==> src/rtl/pwrdn_pkg.sv <==
package pwrdn_pkg;
  typedef enum logic [2:0] {
    ST_PGOOD_WAIT = 3'd0,
    ST_RUN        = 3'd1,
    ST_PARK       = 3'd2,
    ST_OSC_OFF    = 3'd3,
    ST_PLL_START  = 3'd4,
    ST_ENABLE     = 3'd5
  } pd_state_e;
endpackage

==> src/rtl/pd_sync.sv <==
module pd_sync #(
  parameter int STAGES = 2
) (
  input  logic clk,
  input  logic rst,
  input  logic d_async,
  output logic d_sync
);
  logic [STAGES-1:0] chain_q;

  always_ff @(posedge clk) begin
    if (rst) chain_q <= '0;
    else     chain_q <= {chain_q[STAGES-2:0], d_async};
  end

  assign d_sync = chain_q[STAGES-1];
endmodule

==> src/rtl/pd_fsm.sv <==
module pd_fsm
  import pwrdn_pkg::*;
#(
  parameter int EN_CYC = 4
) (
  input  logic clk,
  input  logic rst,
  input  logic pin_s,
  input  logic all_parked,
  input  logic pll_lock,
  output logic park_req,
  output logic osc_en,
  output logic pll_en
);
  localparam int CW = $clog2(EN_CYC + 1);
  localparam logic [CW-1:0] CNT_LAST = CW'(EN_CYC - 1);

  pd_state_e state_q, state_d;
  logic [CW-1:0] cnt_q;
  logic low_q;
  logic pd_det;
  logic run_d;

  // two consecutive low samples of the synchronised pin
  assign pd_det = ~pin_s & low_q;

  always_comb begin
    state_d = state_q;
    unique case (state_q)
      ST_PGOOD_WAIT: if (pin_s) state_d = ST_PLL_START;
      ST_PLL_START: begin
        if (pd_det)        state_d = ST_PARK;
        else if (pll_lock) state_d = ST_ENABLE;
      end
      ST_ENABLE: begin
        if (pd_det)                state_d = ST_PARK;
        else if (!pll_lock)        state_d = ST_PLL_START;
        else if (cnt_q == CNT_LAST) state_d = ST_RUN;
      end
      ST_RUN:     if (pd_det)     state_d = ST_PARK;
      ST_PARK:    if (all_parked) state_d = ST_OSC_OFF;
      ST_OSC_OFF: if (pin_s)      state_d = ST_PLL_START;
      default:                    state_d = ST_PGOOD_WAIT;
    endcase
  end

  assign run_d = (state_d == ST_PLL_START) || (state_d == ST_ENABLE) ||
                 (state_d == ST_RUN) || (state_d == ST_PARK);

  always_ff @(posedge clk) begin
    if (rst) begin
      state_q <= ST_PGOOD_WAIT;
      cnt_q   <= '0;
      low_q   <= 1'b0;
      osc_en  <= 1'b0;
      pll_en  <= 1'b0;
    end else begin
      state_q <= state_d;
      low_q   <= ~pin_s;
      cnt_q   <= (state_q == ST_ENABLE) ? cnt_q + 1'b1 : '0;
      osc_en  <= run_d;
      pll_en  <= run_d;
    end
  end

  assign park_req = (state_q != ST_RUN);
endmodule

==> src/rtl/pd_se_gate.sv <==
module pd_se_gate #(
  parameter int W = 4
) (
  input  logic         clk,
  input  logic         rst,
  input  logic [W-1:0] src,
  input  logic         park_req,
  input  logic         strap_hiz,
  output logic [W-1:0] out,
  output logic [W-1:0] oe,
  output logic [W-1:0] parked
);
  for (genvar i = 0; i < W; i++) begin : g_lane
    logic park_q, out_q, oe_q, park_d;

    // park while low, or at the falling edge if high; release only in low phase
    always_comb begin
      if (park_req) park_d = park_q | ~out_q | ~src[i];
      else          park_d = park_q & src[i];
    end

    always_ff @(posedge clk) begin
      if (rst) begin
        park_q <= 1'b1;
        out_q  <= 1'b0;
        oe_q   <= ~strap_hiz;
      end else begin
        park_q <= park_d;
        out_q  <= park_d ? 1'b0 : src[i];
        oe_q   <= ~(park_d & strap_hiz);
      end
    end

    assign out[i]    = out_q;
    assign oe[i]     = oe_q;
    assign parked[i] = park_q;
  end
endmodule

==> src/rtl/pd_diff_gate.sv <==
module pd_diff_gate #(
  parameter int W = 2
) (
  input  logic         clk,
  input  logic         rst,
  input  logic [W-1:0] src,
  input  logic         park_req,
  output logic [W-1:0] out_p,
  output logic [W-1:0] out_n,
  output logic [W-1:0] parked
);
  for (genvar i = 0; i < W; i++) begin : g_pair
    logic park_q, p_q, n_q, park_d;

    // both legs park at once; release waits for a low source phase
    assign park_d = park_req | (park_q & src[i]);

    always_ff @(posedge clk) begin
      if (rst) begin
        park_q <= 1'b1;
        p_q    <= 1'b0;
        n_q    <= 1'b0;
      end else begin
        park_q <= park_d;
        p_q    <= park_d ? 1'b0 : src[i];
        n_q    <= park_d ? 1'b0 : ~src[i];
      end
    end

    assign out_p[i]  = p_q;
    assign out_n[i]  = n_q;
    assign parked[i] = park_q;
  end
endmodule

==> src/rtl/pwrdn_seq.sv <==
module pwrdn_seq #(
  parameter int N_SE      = 4,
  parameter int N_DIFF    = 2,
  parameter int EN_CYC    = 4,
  parameter int SYNC_STG  = 2
) (
  input  logic              clk,
  input  logic              rst,
  input  logic              pd_pin_n,
  input  logic              strap_hiz,
  input  logic              pll_lock,
  input  logic [N_SE-1:0]   se_src,
  input  logic [N_DIFF-1:0] diff_src,
  output logic [N_SE-1:0]   se_out,
  output logic [N_SE-1:0]   se_oe,
  output logic [N_DIFF-1:0] diff_p,
  output logic [N_DIFF-1:0] diff_n,
  output logic              osc_en,
  output logic              pll_en
);
  logic pin_s, park_req, all_parked;
  logic [N_SE-1:0]   se_parked;
  logic [N_DIFF-1:0] diff_parked;

  pd_sync #(.STAGES(SYNC_STG)) u_sync (
    .clk(clk), .rst(rst), .d_async(pd_pin_n), .d_sync(pin_s)
  );

  pd_fsm #(.EN_CYC(EN_CYC)) u_fsm (
    .clk(clk), .rst(rst), .pin_s(pin_s), .all_parked(all_parked),
    .pll_lock(pll_lock), .park_req(park_req), .osc_en(osc_en), .pll_en(pll_en)
  );

  pd_se_gate #(.W(N_SE)) u_se (
    .clk(clk), .rst(rst), .src(se_src), .park_req(park_req),
    .strap_hiz(strap_hiz), .out(se_out), .oe(se_oe), .parked(se_parked)
  );

  pd_diff_gate #(.W(N_DIFF)) u_diff (
    .clk(clk), .rst(rst), .src(diff_src), .park_req(park_req),
    .out_p(diff_p), .out_n(diff_n), .parked(diff_parked)
  );

  assign all_parked = (&se_parked) & (&diff_parked);
endmodule

==> config.mk <==
export PLATFORM = sky130hd
export DESIGN_NAME = pwrdn_seq
export DESIGN_NICKNAME = d
export VERILOG_FILES = /design/src/rtl/pwrdn_pkg.sv /design/src/rtl/pd_sync.sv /design/src/rtl/pd_fsm.sv /design/src/rtl/pd_se_gate.sv /design/src/rtl/pd_diff_gate.sv /design/src/rtl/pwrdn_seq.sv
export SDC_FILE = /design/constraint.sdc
export NUM_CORES = 1
export LEC_CHECK = 0
export ABC_AREA = 1
export CAP_MARGIN = 10
export CORE_UTILIZATION = 35
export CTS_CLUSTER_DIAMETER = 100
export DETAILED_ROUTE_END_ITERATION = 12
export DONT_BUFFER_PORTS = 1
export SYNTH_ARGS = -nofsm -noshare
export SYNTH_HDL_FRONTEND = slang
export SYNTH_SLANG_ARGS = --single-unit
export TNS_END_PERCENT = 100
==> constraint.sdc <==
create_clock -name clk -period 4.6 [get_ports clk]
set_clock_uncertainty 0.2 [all_clocks]
set_input_delay 0.46 -clock clk [delete_from_list [all_inputs] [get_ports clk]]
set_output_delay 0.46 -clock clk [all_outputs]
set_load 0.01 [all_outputs]
==> flow_metrics.env, run 1 <==
export IMPL_row_count=20
export IMPL_syn2layout_area_growth_pct=2.00
export IMPL_grt_max_degree=16
export IMPL_fill_cells=352
export IMPL_insertion_delay_ns=0.31
export IMPL_use_met1_pct=13.7
export IMPL_cts_tree="done"
export IMPL_cts_root_buf="clkbuf_4"
export IMPL_grtUsageMet2_pct=19.8
export IMPL_dp_cells=180
export IMPL_period_minus_slack_ns=1.55
export IMPL_vdd_ir_drop_worst_uv=206
export IMPL_min_from="se_src[3]"
export IMPL_grt_pass1_wl_mm=3.13
export IMPL_avgSynthCellArea_um2=7.52
export IMPL_p_per_area_nw_per_um2=352
export IMPL_cp_max_fo=2
export IMPL_period_share_pct=33.6
export IMPL_vias=824
export IMPL_antenna_cells=0
export IMPL_clkTransAtPathRegs_ns=0.14
export IMPL_totalWireLength_mm=1.78
export IMPL_fin_ws_ns=3.05
export IMPL_die_w_um=58.8
export IMPL_grt_overflow_total=0
export IMPL_dp_hpwl_mm=1.36
export IMPL_num_nets_final=158
export IMPL_yosysMostFrequentCell="nand2_1"
export IMPL_die_h_um=58.8
export IMPL_io_buffers=0
export IMPL_synth_edf_count=0
export IMPL_synth_top_area_share_pct=49.7
export IMPL_p_leak_nw=0.576
export IMPL_ys_seq_area_share_pct=49.7
export IMPL_numCtsBuffers=3
export IMPL_synth_warnings=0
export IMPL_cp_start_kind="register"
export IMPL_finalNonFillerCells=188
export IMPL_fmax_mhz=647
export IMPL_worstPathRequired_ns=4.63
export IMPL_dr_first_iter_drc_count=15
export IMPL_setup_violations=0
export IMPL_end_kind="register"
export IMPL_grt_setup_unrepaired="no"
export IMPL_status="finished, final reports clean"
export IMPL_reg2reg_depth=10
export IMPL_drc=0
export IMPL_cts_buffer_depth=2
export IMPL_grt_use_met3_pct=3.30
export IMPL_multi_input_comb_area_um2=384
export IMPL_netlist_area_um2=1130
export IMPL_cts_hold_buf=4
export IMPL_drive_above_1_share_pct=6.25
export IMPL_worstHoldPathCells=2
export IMPL_slew_headroom_pct=76.9
export IMPL_maxSlewViolCount=0
export IMPL_hold_path_class="input pin to register"
export IMPL_synthFlopType="dfxtp_1"
export IMPL_final_antenna_net_count=0
export IMPL_fin_util_pct=37.7
export IMPL_final_setup_tns_ns=0
export IMPL_synthArstFlopShare_pct=0
export IMPL_synth_area_leaders="dfxtp_1 50%, nand2_1 14%, buf_4 8.6%"
export IMPL_ios=25
export IMPL_r2r_start="u_fsm.cnt_q[0]"
export IMPL_cp_arrival_ns=1.58
export IMPL_gp_congestion=0.828
export IMPL_cts_setup_buffers=0
export IMPL_core_um2=3050
export IMPL_grt_busiest_layer="met2"
export IMPL_clock_sinks=28
export IMPL_syn_inst=150
export IMPL_synth_seq_cells=28
export IMPL_regArea_um2=561
export IMPL_synthTopCellsByCount="41 x nand2_1, 28 x dfxtp_1, 25 x nor2_1, 18 x inv_1, 13 x buf_4"
export IMPL_wire_per_inst_um=9.45
export IMPL_critPathLaunch="u_fsm.cnt_q[0]"
export IMPL_die_area_um2=3460
export IMPL_grt_pass1_vias=785
export IMPL_worstMarginPinSlew_ns=0.345
export IMPL_syn_nets=163
export IMPL_maxCapViolations=0
export IMPL_routed_via_density=4.38
export IMPL_cts_resized=0
export IMPL_finalHoldViolCount=0
export IMPL_track_usage_pct=11.5
export IMPL_start_util_pct=37.0
export IMPL_htree_levels=1
export IMPL_first_pass_iters=7
export IMPL_pre_cts_ws_ns=3.08
export IMPL_ys_types=17
export IMPL_synth_top_area_cell="dfxtp_1"
export IMPL_antenna_found_initial=0
export IMPL_crit_type="register to register"
metal layers:
| metal | vias to the layer above | wire [um] |
|---|---|---|
| met3 | 2 | 117 |
| met1 | 378 | 785 |
| met2 | 17 | 860 |
| li1 | 427 | - |
| met4 | 0 | 14 |
| met5 | - | 0 |
cells in the final DEF, fill, tap and decap left out:
| master | n |
|---|---|
| a21oi_1 | 4 |
| a21oi_2 | 1 |
| clkbuf_4 | 3 |
| clkbuf_8 | 1 |
| dfxtp_1 | 28 |
| dlygate4sd3_1 | 4 |
| ha_1 | 2 |
| inv_1 | 18 |
| inv_2 | 2 |
| nand2_1 | 41 |
| nand2_2 | 1 |
| nand3_1 | 6 |
| nand4_1 | 2 |
| nor2_1 | 25 |
| nor2_2 | 1 |
| nor3_1 | 3 |
| nor3b_1 | 1 |
| o21ai_0 | 1 |
registers in the layout, summed over array words and instances, names as in the netlist:
register,cells
u_se.g_lane.oe_q,4
u_se.g_lane.out_q,4
u_se.g_lane.park_q,4
u_fsm.cnt_q,3
u_fsm.state_q,3
u_diff.g_pair.n_q,2
u_diff.g_pair.p_q,2
u_diff.g_pair.park_q,2
u_sync.chain_q,2
u_fsm.low_q,1
u_fsm.osc_en,1
final cells by class:
| cell class | count | share of cell area, % |
|---|---|---|
| inverter | 20 | 6.52 |
| sequential | 28 | 48.7 |
| multi-input combinational | 88 | 33.4 |
| clock buffer | 4 | 3.15 |
| timing repair buffer | 4 | 3.48 |
| tap | 44 | 4.78 |
power breakdown:
group          total, mW  internal (mW)  switching, mW
sequential         0.260          0.251        0.00894
clock              0.115         0.0483         0.0662
combinational     0.0311         0.0126         0.0185
final timing paths:
kind                                to  slack [ns]
setup / recovery          u_fsm.osc_en        3.05
hold / removal    u_se.g_lane[3].out_q        0.03
setup reg to reg          u_fsm.osc_en        3.05
hold reg to reg      u_sync.chain_q[1]        0.21
critical path, stage by stage (launching register included):
cell     delay (ns)
dfxtp_1        0.34
ha_1           0.19
ha_1           0.19
nand2_1        0.06
nand3_1        0.06
nand2_1        0.07
nand2_1        0.04
nor2_1         0.14
nand3_1        0.08
nand2_1        0.06
inv_1          0.03
cell families after synthesis:
kind of cell | count (synthesis) | synth area share (%)
adder cells (fa/ha/maj) | 2 | 2.22
buffers and inverters | 34 | 16.3
AO/OA/AOI/OAI | 6 | 2.99
flip-flops | 28 | 49.7
AND/OR/NAND/NOR | 80 | 28.8
stage by stage:
stage | instance area (um^2) | power (mW) | hold WS (ns)
3_5_place_dp | 1070 | 0.293 | 0.195
4_1_cts | 1150 | 0.410 | 0.0220
3_3_place_gp | 1070 | 0.292 | 0.193
2_1_floorplan | 1130 | 0.294 | 0.188
6_report | 1150 | 0.406 | 0.0306
5_1_grt | 1150 | 0.423 | 0.0226
(Power assumes the default switching activity.)
==> run 2: changes to the inputs <==
Clock period 4.6 ns to 1.45 ns, I/O delays scaled along.
==> flow_metrics.env, run 2 (synthesized netlist as in run 1, its figures left out) <==
export IMPL_totalWireLength_mm=1.83
export IMPL_numCtsBuffers=3
export IMPL_antenna_cells=0
export IMPL_grt_pass1_vias=772
export IMPL_hold_path_class="input pin to register"
export IMPL_worstHoldPathCells=5
export IMPL_mostFrequentLayoutCells="41 x nand2_1, 25 x dfxtp_1, 22 x nor2_1"
export IMPL_status="finished, violations left"
export IMPL_core_um2=3050
export IMPL_fmax_mhz=691
export IMPL_finalHoldViolCount=1
export IMPL_setup_violations=0
export IMPL_routed_via_density=4.28
export IMPL_vias=843
export IMPL_cp_arrival_ns=1.47
export IMPL_place_area_um2=1070
export IMPL_final_common_cell="nand2_1"
export IMPL_final_setup_tns_ns=0
export IMPL_worstPathRequired_ns=1.47
export IMPL_grt_setup_unrepaired="yes"
export IMPL_cp_max_fo=2
export IMPL_first_pass_iters=4
export IMPL_htree_levels=1
export IMPL_final_area_um2=1270
export IMPL_crit_type="register to register"
export IMPL_die_h_um=58.8
export IMPL_cts_tree="done"
export IMPL_grt_pass1_wl_mm=3.13
export IMPL_grt_max_degree=16
export IMPL_cp_start_kind="register"
export IMPL_drc=0
export IMPL_largest_registers="u_se.g_lane.oe_q (4), u_se.g_lane.out_q (4), u_se.g_lane.park_q (4)"
export IMPL_insertion_delay_ns=0.31
export IMPL_worstMarginPinSlew_ns=0.498
export IMPL_period_share_pct=99.8
export IMPL_reg2reg_setup_slack_ns=0.003
export IMPL_cts_root_buf="clkbuf_4"
export IMPL_clkTransAtPathRegs_ns=0.14
export IMPL_ios=25
export IMPL_fin_ws_ns=0.00284
export IMPL_final_antenna_net_count=0
export IMPL_end_kind="register"
export IMPL_clock_sinks=28
export IMPL_violations="hold timing"
export IMPL_p_leak_nw=0.618
export IMPL_row_count=20
export IMPL_maxCapViolations=0
export IMPL_hold_ws_ns=-0.0142
export IMPL_dr_first_iter_drc_count=21
export IMPL_slew_headroom_pct=66.7
export IMPL_drive_above_1_share_pct=11.8
export IMPL_die_w_um=58.8
export IMPL_io_buffers=0
export IMPL_vdd_ir_drop_worst_uv=653
export IMPL_cts_buffer_depth=2
export IMPL_maxSlewViolCount=0
export IMPL_antenna_found_initial=0
export IMPL_power_total_mw=1.32
export IMPL_gp_congestion=0.847
export IMPL_track_usage_pct=11.4
export IMPL_grt_overflow_total=0
export IMPL_num_nets_final=167
export IMPL_syn2layout_area_growth_pct=13.0
export IMPL_reg2reg_depth=10
export IMPL_wire_per_inst_um=9.27
export IMPL_pre_cts_ws_ns=-0.0754
export IMPL_die_area_um2=3460
export IMPL_dp_hpwl_mm=1.33
export IMPL_start_util_pct=37.0
export IMPL_period_minus_slack_ns=1.45
export IMPL_p_per_area_nw_per_um2=1030
run 2: cell types whose count changed in the layout (fill, tap and decap cells not counted), sizes merged:
cell         change
dlygate4sd3      +8
buf              +1
run 2: metrics by stage:
stage | cells | util [%] | hold slack (ns)
2_1_floorplan | 150 | - | 0.0141
3_3_place_gp | 180 | 35.2 | 0.0137
3_5_place_dp | 180 | 35.2 | 0.0164
4_1_cts | 197 | 41.5 | 0.00813
5_1_grt | 197 | 41.8 | 0.0305
6_report | 197 | 41.8 | -0.0142
run 2: final cells by class:
cell class                 count  area [um^2]
fill                         340         1780
timing repair buffer          13          128
sequential                    28          564
clock buffer                   4         36.3
inverter                      20         75.1
multi-input combinational     88          417
tap                           44         55.1
run 2: critical path, stage by stage, from the launching register on:
cell,delay (ns)
dfxtp_2,0.36
ha_4,0.16
ha_4,0.15
nand2_1,0.05
nand3_1,0.06
nand2_1,0.06
nand2_1,0.05
nor2_2,0.09
nand3_1,0.07
nand2_1,0.07
inv_1,0.03
run 2: final timing paths:
| kind | from | endpoint |
|---|---|---|
| worst max register to register | u_fsm.cnt_q[0] | u_fsm.osc_en |
| worst max-delay path | u_fsm.cnt_q[0] | u_fsm.osc_en |
| worst min-delay path | pll_lock | u_fsm.state_q[1] |
| worst min register to register | u_fsm.cnt_q[0] | u_fsm.cnt_q[0] |
run 2: report_power, final:
part	internal [mW]	switching (mW)	total, mW	leakage, nW
registers	0.798	0.0282	0.826	0.230
logic	0.0600	0.0705	0.130	0.367
clock network	0.153	0.206	0.359	0.0210
total	1.01	0.305	1.32	0.618
run 2: routing by layer:
metal / track usage [%] / share of wire (%)
met5: 0 / 0
met4: 2.04 / 0.77
met3: 2.86 / 5.4
met2: 20.1 / 48
met1: 14.2 / 45
run 2: repair_timing:
item / in CTS / in global routing
hold endpoints to repair: 28 / 0
setup buffers: 1 / 0
endpoints found under the setup margin: 1 / 7
pin swaps: 5 / 0
gates resized for setup: 6 / 4
hold buffers: 12 / 0
==> run 3: changes to the inputs <==
Settings changed: CELL_PAD_IN_SITES_DETAIL_PLACEMENT set to 1, CELL_PAD_IN_SITES_GLOBAL_PLACEMENT set to 1, MAX_ROUTING_LAYER set to met4, PLACE_DENSITY_LB_ADDON set to 0.1.
==> flow_metrics.env, run 3 (synthesized netlist as in run 1, its figures left out) <==
export IMPL_status="finished, violations left"
export IMPL_violations="hold timing"
export IMPL_p_seq_share_pct=61.8
export IMPL_final_antenna_net_count=0
export IMPL_track_usage_pct=14.7
export IMPL_hold_ws_ns=-0.238
export IMPL_final_common_cell="nand2_1"
export IMPL_cts_tree="done"
export IMPL_min_from="rst"
export IMPL_path_cells="ha_4 > ha_4 > nand2_2 > nand3_2 > nand2_1 > nand2_1 > nor2_2 > nand3_1 > nand2_1 > inv_1"
export IMPL_cts_buffer_depth=2
export IMPL_grt_overflow_total=0
export IMPL_period_share_pct=97.5
export IMPL_row_count=20
export IMPL_r2r_start="u_fsm.cnt_q[0]"
export IMPL_cp_arrival_ns=1.46
export IMPL_syn2layout_area_growth_pct=15.1
export IMPL_io_buffers=0
export IMPL_largest_registers="u_se.g_lane.oe_q (4), u_se.g_lane.out_q (4), u_se.g_lane.park_q (4)"
export IMPL_clkTransAtPathRegs_ns=0.15
export IMPL_grt_busiest_layer="met2"
export IMPL_maxSlewViolCount=0
export IMPL_fin_util_pct=42.5
export IMPL_antenna_found_initial=0
export IMPL_die_area_um2=3460
export IMPL_crit_type="register to register"
export IMPL_worstPathRequired_ns=1.50
export IMPL_vdd_ir_drop_worst_uv=581
export IMPL_use_met1_pct=18.2
export IMPL_clock_sinks=28
export IMPL_switching_share_pct=24.3
export IMPL_core_um2=3050
export IMPL_die_h_um=58.8
export IMPL_cts_root_buf="clkbuf_4"
export IMPL_worstMarginPinSlew_ns=0.479
export IMPL_combPwrFrac_pct=10.3
export IMPL_ios=25
export IMPL_fill_cells=402
export IMPL_grt_pass1_wl_mm=3.70
export IMPL_multi_input_comb_area_um2=424
export IMPL_grt_max_degree=16
export IMPL_p_per_area_nw_per_um2=1030
export IMPL_grtUsageMet2_pct=23.4
export IMPL_num_nets_final=168
export IMPL_final_setup_tns_ns=0
export IMPL_numCtsBuffers=3
export IMPL_crit_path_frequent_cell="nand2_1"
export IMPL_insertion_delay_ns=0.32
export IMPL_drive_above_1_share_pct=15.6
export IMPL_power_share_clock_pct=27.9
export IMPL_grt_pass1_vias=886
export IMPL_wire_per_inst_um=11.3
export IMPL_regArea_um2=571
export IMPL_gp_congestion=0.762
export IMPL_dr_first_iter_drc_count=31
export IMPL_routed_via_density=4.45
export IMPL_period_minus_slack_ns=1.41
export IMPL_worstHoldPathCells=2
export IMPL_cp_slowest_cell="dfxtp_2"
export IMPL_p_leak_nw=0.626
export IMPL_reg2reg_setup_slack_ns=0.04
export IMPL_dp_hpwl_mm=1.57
export IMPL_setup_violations=0
export IMPL_vias=881
export IMPL_die_w_um=58.8
export IMPL_end_kind="register"
export IMPL_grt_use_met3_pct=2.42
export IMPL_totalWireLength_mm=2.23
export IMPL_antenna_cells=0
export IMPL_cp_start_kind="register"
export IMPL_netSwitchingPower_mw=0.324
export IMPL_grt_setup_unrepaired="yes"
export IMPL_first_pass_iters=4
export IMPL_start_util_pct=37.0
export IMPL_reg2reg_to="u_fsm.osc_en"
export IMPL_hold_path_class="input pin to register"
export IMPL_pre_cts_ws_ns=-0.105
export IMPL_fmax_mhz=707
export IMPL_hold_path_endpoint="u_se.g_lane[2].park_q"
export IMPL_finalHoldViolCount=4
export IMPL_fin_ws_ns=0.0357
export IMPL_slew_headroom_pct=67.9
export IMPL_htree_levels=1
export IMPL_maxCapViolations=0
export IMPL_mostFrequentLayoutCells="40 x nand2_1, 22 x nor2_1, 22 x dfxtp_1"
export IMPL_p_int_mw=1.01
export IMPL_drc=0
export IMPL_cp_max_fo=2
export IMPL_cpPeakStageDelay_ns=0.36
export IMPL_reg2reg_depth=10
-- run 3: cell count changes in the layout (fill, tap and decap cells not counted) --
| cell | delta |
|---|---|
| dfxtp_1 | -3 |
| nand3_1 | -1 |
| dfxtp_4 | +1 |
| nand2_2 | +1 |
| dfxtp_2 | +2 |
| nand2_1 | -1 |
| dlygate4sd3_1 | +1 |
| nand3_2 | +1 |
| inv_2 | +1 |
| inv_1 | -1 |
-- run 3: critical path, delay by kind of cell (launching register included) --
| kind | cells | cell delay, ns |
|---|---|---|
| AND/OR/NAND/NOR | 7 | 0.42 |
| flip-flops | 1 | 0.36 |
| adder cells (fa/ha/maj) | 2 | 0.32 |
| buffers and inverters | 1 | 0.03 |
-- run 3: final cells by class --
type	instances	area share, %
Inverter	20	5.78
Tap cell	44	4.24
Timing Repair Buffer	14	10.6
Clock buffer	4	2.79
Multi-Input combinational cell	88	32.7
Sequential cell	28	43.9
-- run 3: power groups by stage --
stage          Clock (mW)  Combinational (mW)  Sequential (mW)
2_1_floorplan           0               0.105            0.829
3_3_place_gp            0              0.0920            0.842
3_5_place_dp            0              0.0953            0.842
4_1_cts             0.391               0.136            0.826
5_1_grt             0.421               0.158            0.830
6_report            0.374               0.138            0.826
-- run 3: worst max-delay path by stage --
stage	startpoint	to	cells past startpoint
after CTS	u_fsm.cnt_q[0]	u_fsm.osc_en	10
after global placement	u_fsm.cnt_q[0]	u_fsm.osc_en	10
after floorplan	u_fsm.cnt_q[0]	u_fsm.osc_en	10
after global routing	u_sync.chain_q[1]	u_fsm.osc_en	9
after detailed placement	u_fsm.cnt_q[0]	u_fsm.osc_en	10
final	u_fsm.cnt_q[0]	u_fsm.osc_en	10
-- run 3: what timing repair did --
item	CTS	global route
hold buffers	13	1
buffers inserted	0	0
endpoints found under the setup margin	2	5
gates resized for setup	10	7
hold endpoints to repair	28	4
pin swaps	5	1
-- run 3: metrics by stage --
stage | cells | area [um^2] | power, mW
global placement | 181 | 1080 | 0.934
CTS | 198 | 1280 | 1.35
floorplan | 150 | 1130 | 0.934
detailed placement | 181 | 1080 | 0.937
global route | 198 | 1300 | 1.41
finish | 198 | 1300 | 1.34
-- run 3: per-layer routing --
| layer | part of all wire [%] | vias to the layer above | routed length (um) |
|---|---|---|---|
| met4 | 0 | 0 | 0 |
| met2 | 50 | 12 | 1120 |
| met1 | 47 | 418 | 1060 |
| met3 | 2.7 | 0 | 60 |
| met5 | 0 | - | 0 |
| li1 | - | 451 | - |
